**config.mk**
```make
export PLATFORM = sky130hd
export DESIGN_NAME = usb_out_ep_rx
export DESIGN_NICKNAME = d
export VERILOG_FILES = /design/src/rtl/usb_rx_pkg.sv /design/src/rtl/usb_rx_fifo.sv /design/src/rtl/usb_rx_ctrl.sv /design/src/rtl/usb_rx_status.sv /design/src/rtl/usb_out_ep_rx.sv
export SDC_FILE = /design/constraint.sdc
export NUM_CORES = 1
export LEC_CHECK = 0
export ABC_AREA = 1
export BUFFER_PORTS_ARGS = -buffer_cell sky130_fd_sc_hd__buf_2
export CAP_MARGIN = 10
export CORE_MARGIN = 8
export CORE_UTILIZATION = 56
export DETAILED_ROUTE_END_ITERATION = 8
export PLACE_DENSITY = 0.87
export SYNTH_ARGS = -nofsm -noshare
export SYNTH_HDL_FRONTEND = slang
export SYNTH_SLANG_ARGS = --single-unit
```
**constraint.sdc**
```tcl
create_clock -name clk -period 3.53 [get_ports clk]
set_input_delay 0.1765 -clock clk [delete_from_list [all_inputs] [get_ports clk]]
set_output_delay 0.1765 -clock clk [all_outputs]
set_load 0.01 [all_outputs]
```
**src/rtl/usb_rx_pkg.sv**
```systemverilog
package usb_rx_pkg;
  typedef enum logic [1:0] {TOK_OUT = 2'd0, TOK_SETUP = 2'd1, TOK_OTHER = 2'd2} tok_e;
  typedef enum logic [1:0] {HS_ACK = 2'd0, HS_NAK = 2'd1, HS_STALL = 2'd2} hs_e;
  typedef enum logic [1:0] {ST_IDLE, ST_OUT, ST_SETUP, ST_SINK} rx_st_e;

  localparam int CMD_ARM    = 0;
  localparam int CMD_IGN    = 1;
  localparam int CMD_FLUSH  = 2;
  localparam int CMD_LIM_LO = 3;

  // threshold in bytes for a warning-limit code
  function automatic logic [4:0] warn_bytes(input logic [1:0] code);
    case (code)
      2'd1:    return 5'd4;
      2'd2:    return 5'd8;
      2'd3:    return 5'd16;
      default: return 5'd0;
    endcase
  endfunction

  function automatic logic near_full_hit(input int unsigned free, input logic [1:0] code);
    return (code != 2'd0) && (free <= 32'(warn_bytes(code)));
  endfunction
endpackage

```
**src/rtl/usb_rx_fifo.sv**
```systemverilog
module usb_rx_fifo
  import usb_rx_pkg::*;
#(
  parameter int DEPTH = 64,
  localparam int AW = $clog2(DEPTH)
) (
  input  logic          clk,
  input  logic          rst_n,
  input  logic          flush,
  input  logic          wr_en,
  input  logic [7:0]    wr_data,
  input  logic          commit,
  input  logic          rollback,
  input  logic          rd_en,
  input  logic [1:0]    lim_code,
  output logic [7:0]    rd_data,
  output logic [AW:0]   count,
  output logic          full,
  output logic          near_full
);
  logic [AW:0] wr_ptr, cm_ptr, rd_ptr;
  logic [AW:0] used, free;
  logic [7:0]  mem [DEPTH];
  logic        wr_ok, rd_ok;

  assign used      = wr_ptr - rd_ptr;
  assign free      = (AW+1)'(DEPTH) - used;
  assign count     = cm_ptr - rd_ptr;
  assign full      = (used == (AW+1)'(DEPTH));
  assign wr_ok     = wr_en && !full && !flush;
  assign rd_ok     = rd_en && (count != '0) && !flush;
  assign rd_data   = mem[rd_ptr[AW-1:0]];
  assign near_full = near_full_hit(32'(free), lim_code);

  always_ff @(posedge clk) begin
    if (wr_ok) mem[wr_ptr[AW-1:0]] <= wr_data;
  end

  always_ff @(posedge clk) begin
    if (!rst_n || flush) begin
      wr_ptr <= '0;
      cm_ptr <= '0;
      rd_ptr <= '0;
    end else begin
      if (wr_ok)         wr_ptr <= wr_ptr + 1'b1;
      else if (rollback) wr_ptr <= cm_ptr;
      if (commit)        cm_ptr <= wr_ptr;
      if (rd_ok)         rd_ptr <= rd_ptr + 1'b1;
    end
  end

  // occupancy never exceeds the storage
  p_no_overflow_r8: assert property (@(posedge clk) disable iff (!rst_n)
    used <= (AW+1)'(DEPTH));
  // a flush leaves nothing stored
  p_flush_empties_r10: assert property (@(posedge clk) disable iff (!rst_n)
    flush |=> (used == '0 && count == '0));
  // a rollback returns the write side to the committed point
  p_rollback_r9: assert property (@(posedge clk) disable iff (!rst_n)
    (rollback && !commit && !wr_en && !flush) |=> (wr_ptr == $past(cm_ptr)));
endmodule

```
**src/rtl/usb_rx_ctrl.sv**
```systemverilog
module usb_rx_ctrl
  import usb_rx_pkg::*;
(
  input  logic       clk,
  input  logic       rst_n,
  input  logic       tok_valid,
  input  logic [1:0] tok_kind,
  input  logic       byte_valid,
  input  logic       pkt_end,
  input  logic       pkt_err,
  input  logic       ep_stall,
  input  logic       cmd_wr,
  input  logic [7:0] cmd_wdata,
  input  logic       fifo_full,
  output logic       fifo_wr,
  output logic       fifo_commit,
  output logic       fifo_rollback,
  output logic       fifo_flush,
  output logic       rx_armed,
  output logic [1:0] lim_code,
  output logic       hs_valid,
  output logic [1:0] hs_code,
  output logic       ev_setup_ok,
  output logic       ev_out_ok,
  output logic       ev_media_err
);
  rx_st_e state;
  hs_e    sink_hs, hs_nc;
  logic   sink_hs_vld, hs_nv;
  logic   ovf, setup_seen, ign, flush_pend;
  logic   receiving, done, ovf_now, bad, good_end, stall_sent;

  assign receiving     = (state == ST_OUT) || (state == ST_SETUP);
  assign done          = (pkt_end || pkt_err) && (state != ST_IDLE);
  assign fifo_wr       = receiving && byte_valid && !fifo_full && !ovf;
  assign ovf_now       = receiving && byte_valid && fifo_full;
  assign bad           = ovf || ovf_now;
  assign good_end      = receiving && pkt_end && !pkt_err && !bad;
  assign ev_out_ok     = good_end && (state == ST_OUT);
  assign ev_setup_ok   = good_end && (state == ST_SETUP);
  assign ev_media_err  = receiving && pkt_err;
  assign fifo_commit   = good_end;
  assign fifo_rollback = receiving && (((pkt_end || pkt_err) && !good_end) || tok_valid);
  assign fifo_flush    = flush_pend && (state == ST_IDLE) && !tok_valid;
  assign stall_sent    = hs_nv && (hs_nc == HS_STALL);

  always_comb begin
    hs_nv = 1'b0;
    hs_nc = HS_ACK;
    if (done && !pkt_err) begin
      case (state)
        ST_OUT:   begin hs_nv = 1'b1; hs_nc = bad ? HS_NAK : HS_ACK; end
        ST_SETUP: begin hs_nv = !bad; hs_nc = HS_ACK; end
        ST_SINK:  begin hs_nv = sink_hs_vld; hs_nc = sink_hs; end
        default:  ;
      endcase
    end
  end

  always_ff @(posedge clk) begin
    if (!rst_n) begin
      state <= ST_IDLE; sink_hs <= HS_ACK; sink_hs_vld <= 1'b0;
      ovf <= 1'b0; setup_seen <= 1'b0; ign <= 1'b0; flush_pend <= 1'b0;
      rx_armed <= 1'b0; lim_code <= 2'd0; hs_valid <= 1'b0; hs_code <= 2'd0;
    end else begin
      hs_valid <= hs_nv;
      hs_code  <= hs_nc;
      if (cmd_wr) begin
        rx_armed <= cmd_wdata[CMD_ARM];
        ign      <= cmd_wdata[CMD_IGN];
        lim_code <= cmd_wdata[CMD_LIM_LO +: 2];
      end else if (ev_out_ok || stall_sent) begin
        rx_armed <= 1'b0;
      end
      if (cmd_wr && cmd_wdata[CMD_FLUSH]) flush_pend <= 1'b1;
      else if (fifo_flush)                flush_pend <= 1'b0;
      if (ovf_now)     ovf <= 1'b1;
      if (ev_setup_ok) setup_seen <= 1'b1;
      if (tok_valid) begin
        ovf <= 1'b0;
        case (tok_kind)
          TOK_OUT: begin
            setup_seen <= 1'b0;
            if (ep_stall) begin
              state <= ST_SINK; sink_hs_vld <= 1'b1; sink_hs <= HS_STALL;
            end else if (!rx_armed) begin
              state <= ST_SINK; sink_hs_vld <= 1'b1; sink_hs <= HS_NAK;
            end else begin
              state <= ST_OUT;
            end
          end
          TOK_SETUP: begin
            if (ign) begin
              state <= ST_SINK; sink_hs_vld <= 1'b0; sink_hs <= HS_ACK;
            end else if (setup_seen) begin
              state <= ST_SINK; sink_hs_vld <= 1'b1; sink_hs <= HS_ACK;
            end else begin
              state <= ST_SETUP;
            end
          end
          default: begin
            setup_seen <= 1'b0;
            state      <= ST_IDLE;
          end
        endcase
      end else if (done) begin
        state <= ST_IDLE;
      end
    end
  end

  // handshakes only follow a clean packet end
  p_hs_after_end_r2: assert property (@(posedge clk) disable iff (!rst_n)
    hs_valid |-> $past(pkt_end));
  // accepted OUT data disarms the endpoint
  p_disarm_after_ack_r2: assert property (@(posedge clk) disable iff (!rst_n)
    (ev_out_ok && !cmd_wr) |=> !rx_armed);
  // media error never gets a handshake
  p_err_silent_r9: assert property (@(posedge clk) disable iff (!rst_n)
    (pkt_err && state != ST_IDLE) |=> !hs_valid);
  // ignored SETUP leads to a silent sink
  p_ign_setup_r7: assert property (@(posedge clk) disable iff (!rst_n)
    (tok_valid && tok_kind == TOK_SETUP && ign) |=> (state == ST_SINK && !sink_hs_vld));
  // halted endpoint answers OUT with STALL
  p_stall_r4: assert property (@(posedge clk) disable iff (!rst_n)
    (tok_valid && tok_kind == TOK_OUT && ep_stall) |=> (state == ST_SINK && sink_hs == HS_STALL));
  // repeated SETUP is dropped but acknowledged
  p_setup_repeat_r6: assert property (@(posedge clk) disable iff (!rst_n)
    (tok_valid && tok_kind == TOK_SETUP && !ign && setup_seen)
      |=> (state == ST_SINK && sink_hs_vld && sink_hs == HS_ACK));
endmodule

```
**src/rtl/usb_rx_status.sv**
```systemverilog
module usb_rx_status (
  input  logic       clk,
  input  logic       rst_n,
  input  logic       ev_setup_ok,
  input  logic       ev_out_ok,
  input  logic       ev_media_err,
  input  logic       iso_mode,
  input  logic       frame_lsb,
  input  logic       sts_rd,
  output logic [7:0] sts_rdata
);
  logic setup_f, err_f, frame_f;

  assign sts_rdata = {5'd0, frame_f, err_f, setup_f};

  always_ff @(posedge clk) begin
    if (!rst_n) begin
      setup_f <= 1'b0; err_f <= 1'b0; frame_f <= 1'b0;
    end else begin
      if (ev_setup_ok)  setup_f <= 1'b1;
      else if (sts_rd)  setup_f <= 1'b0;
      if (ev_media_err) err_f <= 1'b1;
      else if (sts_rd)  err_f <= 1'b0;
      if (iso_mode && (ev_setup_ok || ev_out_ok)) frame_f <= frame_lsb;
      else if (sts_rd)                            frame_f <= 1'b0;
    end
  end

  // a read with no concurrent event leaves the status clear
  p_read_clears_r12: assert property (@(posedge clk) disable iff (!rst_n)
    (sts_rd && !ev_setup_ok && !ev_out_ok && !ev_media_err) |=> (sts_rdata == 8'd0));
endmodule

```
**src/rtl/usb_out_ep_rx.sv**
```systemverilog
module usb_out_ep_rx
  import usb_rx_pkg::*;
#(
  parameter int DEPTH = 64,
  localparam int AW = $clog2(DEPTH)
) (
  input  logic          clk,
  input  logic          rst_n,
  input  logic          tok_valid,
  input  logic [1:0]    tok_kind,
  input  logic          byte_valid,
  input  logic [7:0]    byte_data,
  input  logic          pkt_end,
  input  logic          pkt_err,
  input  logic          ep_stall,
  input  logic          iso_mode,
  input  logic          frame_lsb,
  input  logic          cmd_wr,
  input  logic [7:0]    cmd_wdata,
  input  logic          sts_rd,
  output logic [7:0]    sts_rdata,
  output logic          rx_armed,
  input  logic          fifo_rd,
  output logic [7:0]    fifo_rdata,
  output logic [AW:0]   fifo_count,
  output logic          near_full,
  output logic          hs_valid,
  output logic [1:0]    hs_code
);
  logic       fifo_wr, fifo_commit, fifo_rollback, fifo_flush, fifo_full;
  logic [1:0] lim_code;
  logic       ev_setup_ok, ev_out_ok, ev_media_err;

  usb_rx_ctrl u_ctrl (
    .clk, .rst_n, .tok_valid, .tok_kind, .byte_valid, .pkt_end, .pkt_err, .ep_stall,
    .cmd_wr, .cmd_wdata, .fifo_full, .fifo_wr, .fifo_commit, .fifo_rollback,
    .fifo_flush, .rx_armed, .lim_code, .hs_valid, .hs_code,
    .ev_setup_ok, .ev_out_ok, .ev_media_err
  );

  usb_rx_fifo #(.DEPTH(DEPTH)) u_fifo (
    .clk, .rst_n, .flush(fifo_flush), .wr_en(fifo_wr), .wr_data(byte_data),
    .commit(fifo_commit), .rollback(fifo_rollback), .rd_en(fifo_rd),
    .lim_code, .rd_data(fifo_rdata), .count(fifo_count), .full(fifo_full),
    .near_full
  );

  usb_rx_status u_status (
    .clk, .rst_n, .ev_setup_ok, .ev_out_ok, .ev_media_err, .iso_mode, .frame_lsb,
    .sts_rd, .sts_rdata
  );

  // an unarmed OUT never commits data
  p_nak_keeps_fifo_r3: assert property (@(posedge clk) disable iff (!rst_n)
    (hs_valid && hs_code == HS_NAK) |-> $stable(fifo_count) || $past(fifo_rd) || $past(fifo_flush));
endmodule

```
Word-level counts from Yosys, hierarchy flattened
Memories as Yosys holds them, arrays and structs flattened. A register that Yosys moved wholly into a read port is not among the register bits.
Index checks and enable logic that the tools add are counted.

word-level totals
  memories = 1
  logic and storage cells = 130
  bits in registers = 39
  RAM bits = 512

memories
  name        depth  bits a word  read ports  clocked after memory_dff  wr ports  line               text
  u_fifo.mem  64     8            1           1                         1         usb_rx_fifo.sv:23  logic [7:0] mem [DEPTH];

operators by class
  bitwise logic cells = 1
  add/subtract/negate cells = 5
  equal/unequal tests = 11
  reduce and logical (&&, ||, !) cells = 54
  mux-type cells = 40
  magnitude comparators = 1

operators with widths
  operator                                                                  count
  1-bit logical AND                                                         24
  1-bit 2-to-1 mux                                                          20
  2-bit 2-to-1 mux                                                          10
  2-bit nonzero test                                                        10
  5-bit case mux with 3 select lines                                        1
  7-bit by 1-bit adder with 7-bit output (second input constant)            2
  7-bit 2-to-1 mux                                                          2
  7-bit subtractor                                                          2
  6-bit 2-to-1 mux                                                          2
  2-bit case mux with 2 select lines                                        3
  2-bit equality test (second input constant)                               5
  1-bit zero test                                                           8
  7-bit equality test (second input constant)                               1
  7-bit by 5-bit less-or-equal comparator with 1-bit output                 1
  1-bit logical OR                                                          7
  7-bit nonzero test                                                        1
  7-bit subtractor (first input constant)                                   1
  2-bit by 1-bit equality test with 1-bit output (second input constant)    3
  2-bit zero test                                                           2
  4-bit AND reduction                                                       1
  3-bit by 1-bit inequality test with 1-bit output (second input constant)  1
  3-bit inequality test (second input constant)                             1
  1-bit case mux with 3 select lines                                        1
  1-bit case mux with 2 select lines                                        1
  other kinds (2)                                                           2

Longest topological paths before layout
Gate-level depths: netlist of the first run.

  depth after elaboration = 13
  gate-level depth with buffers = 19

Cells and area by module
From an unflattened synthesis of the first run, not the netlist that was laid out.

unflattened totals
  cells, all modules = 2099
  area total of the unflattened synthesis = 23563.8 um^2

modules (own cells, without submodules)
  module         times used  area an instance (um^2)  cells each
  usb_rx_fifo    1           22567.9                  1961
  usb_rx_ctrl    1           799.5                    110
  usb_rx_status  1           196.4                    28

Worst setup path before layout of the first run
OpenSTA, ideal clock, no wires.

  kind = register to register
  from = register u_fifo.wr_ptr[0]
  to = memory u_fifo.mem[16][0] (enable)
  clock period less this slack = 3.366 ns
  library setup time = 0.395 ns
  data arrival time = 2.972 ns
  slack = 0.164 ns
  required time = 3.135 ns
  cell stages (with the launch flop) = 15
  cell sequence = dfxtp_1 -> clkinv_1 -> ha_1 -> inv_1 -> fa_1 -> nor2_1 -> nor2_2 -> nor2_4 -> nand3_4 -> nor2_4 -> nand3_2 -> nand2_4 -> inv_4 -> nand4_2 -> nor4_1

on the way
  cells in the longest elaborated chain, start to end = 9

RTL lines
  element                                 line                                  text
  start, declared                         usb_rx_fifo.sv:21                     logic [AW:0] wr_ptr, cm_ptr, rd_ptr;
  start signal, assigned                  usb_rx_fifo.sv:45                     if (wr_ok) wr_ptr <= wr_ptr + 1'b1;
  start signal, assigned                  usb_rx_fifo.sv:46                     else if (rollback) wr_ptr <= cm_ptr;
  7-bit subtractor                        usb_rx_fifo.sv:26                     assign used = wr_ptr - rd_ptr;
  7-bit equality test                     usb_rx_fifo.sv:29                     assign full = (used == (AW+1)'(DEPTH));
  1-bit zero test                         usb_rx_fifo.sv:30, usb_rx_ctrl.sv:35
  1-bit logical AND (2 in a row)          usb_rx_ctrl.sv:35                     assign fifo_wr = receiving && byte_valid && !fifo_full && !ovf;
  1-bit logical AND (2 in a row)          usb_rx_fifo.sv:30                     assign wr_ok = wr_en && !full && !flush;
  1-bit 2-to-1 mux                        usb_rx_fifo.sv:36                     if (wr_ok) mem[wr_ptr[AW-1:0]] <= wr_data;
  1-bit 2-to-1 mux (not written as such)  usb_rx_fifo.sv:36
  end, declared                           usb_rx_fifo.sv:23

Parallel ways exist; a longest one is shown, timed or not.

Worst setup path in the final report of the first run
  from = register u_fifo.rd_ptr[0]
  to = output near_full

on the way
  cells in the longest elaborated chain, start to end = 4

RTL lines
  element                                                    line                 text
  start, declared                                            usb_rx_fifo.sv:21
  start signal, assigned                                     usb_rx_fifo.sv:48    if (rd_ok) rd_ptr <= rd_ptr + 1'b1;
  7-bit subtractor                                           usb_rx_fifo.sv:26
  7-bit subtractor                                           usb_rx_fifo.sv:27    assign free = (AW+1)'(DEPTH) - used;
  7-bit by 5-bit less-or-equal comparator with 1-bit output  usb_rx_pkg.sv:22     return (code != 2'd0) && (free <= 32'(warn_bytes(code)));
  1-bit logical AND                                          usb_rx_pkg.sv:22
  end, declared                                              usb_out_ep_rx.sv:26  output logic near_full,

Every way passes these cells.

==> flow_summary.json, run 1 <==
{
  "netlist_instances": 1935,
  "finalCriticalPeriod_ns": 3.46,
  "ios": 58,
  "synth.cell_area_mm2": 0.0232,
  "timing.final.crit_share_pct": 98.1,
  "worstPathRequired_ns": 3.35,
  "setup_tns_ns": 0,
  "drt-initial-drc-count": 2290,
  "ys_seq_elements": 557,
  "clk_pin_slew_ns": 0.06,
  "pre_cts_ws_ns": 0.269,
  "num_antenna_cells": 0,
  "wl_per_cell_um": 22.4,
  "grt_max_degree": 134,
  "cts_root_buffer": "clkbuf_16",
  "slew_headroom_pct": 15.5,
  "path_class": "reg -> out",
  "routed_wl_mm": 58.5,
  "grt_pass1_vias": 16000,
  "cp-start-kind": "flip-flop",
  "status": "finished, final reports clean",
  "top_layer_used": "met4",
  "grt-ovfl-total": 0,
  "finish.instance_area_mm2": 0.0263,
  "synthTopCellsByArea": "edfxtp_1 (66%), o21ai_0 (7.0%), nor2_1 (6.5%)",
  "die_w_um": 220,
  "ff2ff_setup_slack_ns": 0.34,
  "htree_num_levels": 2,
  "globalRouteTotalUtil_pct": 23.6,
  "drive_gt1_share_pct": 12.9,
  "async_flop_share_pct": 0,
  "start_util_pct": 56.8,
  "routedLengthMet1_mm": 21.0,
  "seqPwrFrac_pct": 50.3,
  "numCtsBuffers": 53,
  "r2r_cells": 15,
  "hold_path_end": "u_ctrl.state[0]",
  "cap_viol_max_count": 0,
  "layout_commonest_cell": "edfxtp_1",
  "cts_tree": "built",
  "ir_worst_vdd_mv": 0.406,
  "yosysWarnings": 0,
  "rows": 74,
  "drv_slew": 0,
  "clockBufferDepth": 3,
  "vias_per_cell": 6.30,
  "ys_seq_area_share_pct": 70.1,
  "dr_wl_met2_mm": 28.7,
  "final_cell_mix": "edfxtp_1 (512), nor2_1 (404), o21ai_0 (324), o22ai_1 (137), buf_4 (94)",
  "dieArea_mm2": 0.0483,
  "layout.cells.non_filler": 2614,
  "dp.cells": 2494,
  "drtPass1Iterations": 8,
  "final_antenna_net_count": 0,
  "final.setup_skew_ns": 0.0296,
  "whs_path_depth": 5,
  "grt_antenna_before_repair": 0,
  "clkPwrFrac_pct": 37.0,
  "crit-reg2reg-launch": "u_fifo.rd_ptr[0]",
  "routed-wl-met3_mm": 6.14,
  "p_int_uw": 10800,
  "port_buffers": 49,
  "p_switching_uw": 3700,
  "area_delta_synth_final_pct": 13.3,
  "syn_area_per_cell_um2": 12.0,
  "clock-sinks": 557,
  "grt_pass1_wl_mm": 88.8,
  "leakagePower_uw": 0.00895,
  "setup_viol": 0,
  "yosysTopAreaCell": "edfxtp_1",
  "finalHoldViolations": 0,
  "drc_errors": 0,
  "fin_util_pct": 64.3,
  "vias": 16500,
  "hp-start": "pkt_end",
  "hpwl_mm": 34.5,
  "hold_path_class": "in -> reg",
  "synth-edff-count": 512,
  "setup_slack_ns": 0.0685,
  "netlist.area_leader.share_pct": 66.2,
  "arrival_ns": 3.29,
  "ys_types": 45,
  "cp-end-kind": "primary output",
  "core_mm2": 0.0409,
  "p_per_area_mw_per_mm2": 550,
  "dpl_cell_area_mm2": 0.0244,
  "fmax_mhz": 289,
  "cp_max_fo": 5,
  "r2r_end": "u_fifo.mem[47][7]",
  "synthFlopType": "edfxtp_1",
  "worstMarginPinSlew_ns": 1.27,
  "power.switching_fraction_pct": 25.6,
  "fin_nets": 2096,
  "rsz0062_at_grt": "true",
  "power_frac_comb_pct": 12.7,
  "die-height_um": 220,
  "clock_latency_ns": 0.61,
  "place.gp.congestion": 0.929
}
==> registers in the layout, summed over array words and instances (netlist names), 2 cells and up, named ones only <==
signal           flops
u_fifo.cm_ptr        7
u_fifo.rd_ptr        7
u_ctrl.state         2
u_fifo.mem         512
u_ctrl.sink_hs       2
u_ctrl.hs_code       2
u_ctrl.lim_code      2
u_fifo.wr_ptr        7
==> cells by family after synthesis <==
group                      after synthesis  share of synthesized area [%]
AOI/OAI and AO/OA                      565                           13.6
xor gates and xnor gates                15                          0.566
adders and majority gates               23                           1.30
buffers and inverters                  196                           3.65
DFF                                    557                           70.1
other                                    1                         0.0161
and+or+nand+nor                        578                           10.8
==> stage by stage <==
stage	hold WS [ns]	total power, uW
final	0.0503	14500
after global routing	0.0565	14900
after detailed placement	0.415	9120
after floorplan	0.256	8520
after CTS	0.0157	14400
after global placement	0.398	9040
==> synth_stat cells (2+ instances only) <==
master and instances:
clkbuf_1 71, o22ai_1 137, edfxtp_1 512, fa_1 2, o21ai_0 327, ha_1 21
inv_1 64, nor2_4 2, or2_2 2, nand4_4 7, nor2_1 405, o32ai_1 7
nand3_2 5, nor4_1 9, xor2_1 7, clkinv_1 3, nand2_4 3, o21ai_1 9
a21oi_1 43, nand4_1 8, dfxtp_1 45, nor3_1 5, o211ai_1 15, o21ai_2 3
nand3_1 33, buf_4 11, inv_2 3, buf_2 36, buf_1 5, nand4_2 2
o21bai_1 7, nand2_2 3, xnor2_1 8, nand2_1 87, nand3b_1 4, o221ai_1 12
o311ai_1 4
==> layout make-up <==
cell class              instances  area (um^2)
repair buffers                174         1330
fillers                      2791        14600
clock inverters                30          253
inverters                      71          282
multi-input cells            1186         6140
clock buffers                  64         1370
flip-flops and latches        557        16300
well taps                     532          666
==> worst max-delay path, stage by stage, from the launching register on <==
cell and delay (ns):
dfxtp_2 0.35, ha_1 0.21, inv_2 0.08, fa_2 0.44, inv_2 0.08, nand2_2 0.08
nor2_4 0.13, nand3_4 0.12, xnor2_2 0.20, inv_1 0.07, ha_1 0.30, a21oi_1 0.14
o21ai_1 0.08, o21ai_1 0.07, o21ai_1 0.07, a21oi_1 0.13, buf_2 0.15
==> repair_timing <==
item                                    in CTS  in global routing
pin swaps                                    0                  2
endpoints found under the hold margin       27                  0
hold buffers                                24                  0
setup buffers                                0                  1
endpoints found under the setup margin       1                  8
resized for setup                            5                 12
==> per-layer routing <==
layer / global-route usage (%) / vias to the layer above
met4: 9.66 / 0
met3: 4.79 / 196
li1: - / 7296
met5: 0 / -
met2: 40.6 / 1077
met1: 29.1 / 7902
==> power by group through the flow <==
stage | Sequential [uW] | Clock [uW] | Combinational, uW
after detailed placement | 7430 | 0 | 1700
after floorplan | 7380 | 0 | 1140
final | 7280 | 5360 | 1830
after global routing | 7280 | 5650 | 1980
after global placement | 7430 | 0 | 1620
after CTS | 7290 | 5400 | 1750
==> how the worst max path moves through the flow <==
stage                     start           endpoint  slack, ns  cells after the start
5_1_grt        u_fifo.wr_ptr[0]          near_full      -0.13                     17
4_1_cts        u_fifo.rd_ptr[1]          near_full     0.0004                     16
2_1_floorplan  u_fifo.wr_ptr[0]  u_fifo.mem[16][0]       0.16                     14
6_report       u_fifo.rd_ptr[0]          near_full       0.07                     16
3_5_place_dp   u_fifo.rd_ptr[0]  u_fifo.mem[47][3]       0.27                     15
3_3_place_gp   u_fifo.rd_ptr[0]  u_fifo.mem[47][1]       0.35                     15
Note: power is estimated with default switching activity, not from simulation.
==> run 2: changes to the inputs <==
CORE_MARGIN = 2   (was 8)
MAX_ROUTING_LAYER = met4   (was not set)
==> flow_summary.json, run 2 (synthesis gave the netlist of run 1 again) <==
{
  "rsz0062_at_grt": "true",
  "dr_wl_met2_mm": 29.1,
  "clock_latency_ns": 0.61,
  "ios": 58,
  "path_class": "reg -> out",
  "finalHoldViolations": 0,
  "path_delay_family": "compound AO/OA/AOI/OAI gates",
  "start_util_pct": 56.8,
  "dieArea_mm2": 0.0431,
  "routedLengthMet1_mm": 21.7,
  "largest_reg_flops": 512,
  "num_antenna_cells": 0,
  "grt_max_degree": 158,
  "setup_viol": 0,
  "arrival_ns": 3.34,
  "multi_input_area_mm2": 0.00618,
  "cp_num_buf_inv": 2,
  "r2r_end": "u_fifo.mem[5][6]",
  "drv_slew": 0,
  "cp-end-kind": "primary output",
  "drtPass1Iterations": 7,
  "final_cell_mix": "edfxtp_1 (512), nor2_1 (404), o21ai_0 (324), o22ai_1 (137), nand2_1 (86)",
  "cp_max_fo": 80,
  "final.setup_skew_ns": 0.0265,
  "drive_gt1_share_pct": 13.5,
  "drc_errors": 0,
  "setup_tns_ns": 0,
  "grt-ovfl-total": 0,
  "top_layer_used": "met4",
  "cp_slowest_cell": "dfxtp_4",
  "p_per_area_mw_per_mm2": 560,
  "routed-wl-met3_mm": 6.74,
  "routed_wl_mm": 59.9,
  "clk_pin_slew_ns": 0.07,
  "power.total_uw": 14800,
  "cap_viol_max_count": 0,
  "vias": 16600,
  "timing.final.crit_share_pct": 99.6,
  "hpwl_mm": 34.2,
  "fin_util_pct": 64.8,
  "ff2ff_setup_slack_ns": 0.32,
  "place.gp.congestion": 0.948,
  "pre_cts_ws_ns": 0.303,
  "endpoint": "fifo_rdata[7]",
  "grt_pass1_wl_mm": 90.8,
  "die_w_um": 208,
  "cts_tree": "built",
  "port_buffers": 49,
  "htree_num_levels": 2,
  "slew_headroom_pct": 41.3,
  "r2r_cells": 15,
  "die-height_um": 208,
  "rows": 74,
  "clockBufferDepth": 3,
  "vias_per_cell": 6.35,
  "max_stage_delay_ns": 0.63,
  "status": "finished, final reports clean",
  "fin_nets": 2092,
  "ir_worst_vdd_mv": 0.296,
  "worstMarginPinSlew_ns": 0.880,
  "finalCriticalPeriod_ns": 3.52,
  "layout_commonest_cell": "edfxtp_1",
  "final-seq-area_mm2": 0.0163,
  "fin_hold_ws_ns": 0.136,
  "area_delta_synth_final_pct": 14.2,
  "core_mm2": 0.0409,
  "nFillCells": 2814,
  "worstPathRequired_ns": 3.35,
  "drt-initial-drc-count": 2809,
  "clock-sinks": 557,
  "crit_cells": 8,
  "crit_chain": "buf_12 > o21ai_0 > o22ai_1 > nor2_1 > o32ai_1 > o211ai_1 > nand2_1 > buf_2",
  "leakagePower_uw": 0.00902,
  "wl_per_cell_um": 22.9,
  "final_antenna_net_count": 0,
  "fmax_mhz": 284,
  "crit-reg2reg-launch": "u_fifo.rd_ptr[0]",
  "grt_pass1_vias": 16100,
  "globalRouteTotalUtil_pct": 27.8,
  "numCtsBuffers": 54,
  "setup_slack_ns": 0.0149,
  "cts_root_buffer": "clkbuf_16",
  "grt_antenna_before_repair": 0,
  "hold_path_class": "in -> reg",
  "cp-start-kind": "flip-flop"
}
-- run 2: final cells by class --
class | count | share of cell area [%]
flip-flops and latches | 557 | 61.4
repair buffers | 169 | 5.11
clock inverters | 40 | 1.24
inverters | 71 | 1.08
well taps | 532 | 2.51
multi-input cells | 1186 | 23.3
clock buffers | 60 | 5.34
-- run 2: where the power goes --
group	leakage, uW	internal [uW]	switching [uW]
clock	0.000854	3190	2490
combinational	0.00320	599	1280
sequential	0.00497	7220	60.7
-- run 2: per-layer routing --
| layer | GRT usage, % | up-vias |
|---|---|---|
| li1 | - | 7295 |
| met1 | 34.7 | 7949 |
| met2 | 44.6 | 1171 |
| met3 | 6.19 | 181 |
| met4 | 10.5 | 0 |
| met5 | - | - |
-- run 2: what timing repair did --
item	4_1_cts	5_1_grt
pin swaps	0	6
cloned	0	1
hold endpoints to repair	30	10
setup endpoints to repair	2	5
buffers inserted	0	1
gates resized for setup	5	20
hold buffers	25	1
-- run 2: how the worst min path moves through the flow --
stage                 startpoint  cells after the start            endpoint  slack [ns]
global placement    cmd_wdata[4]                      3  u_ctrl.lim_code[1]        0.40
floorplan              tok_valid                      1          u_ctrl.ovf        0.26
detailed placement  cmd_wdata[4]                      3  u_ctrl.lim_code[1]        0.44
CTS                 byte_data[0]                      1   u_fifo.mem[51][0]        0.10
finish              byte_data[7]                      1   u_fifo.mem[49][7]        0.14
global route        byte_data[3]                      1   u_fifo.mem[50][3]        0.13
-- run 2: per-stage QoR --
| stage | instance area (um^2) | instances |
|---|---|---|
| after CTS | 26400 | 2611 |
| after global placement | 24400 | 2486 |
| after floorplan | 23200 | 1939 |
| after global routing | 26500 | 2615 |
| final | 26500 | 2615 |
| after detailed placement | 24400 | 2486 |
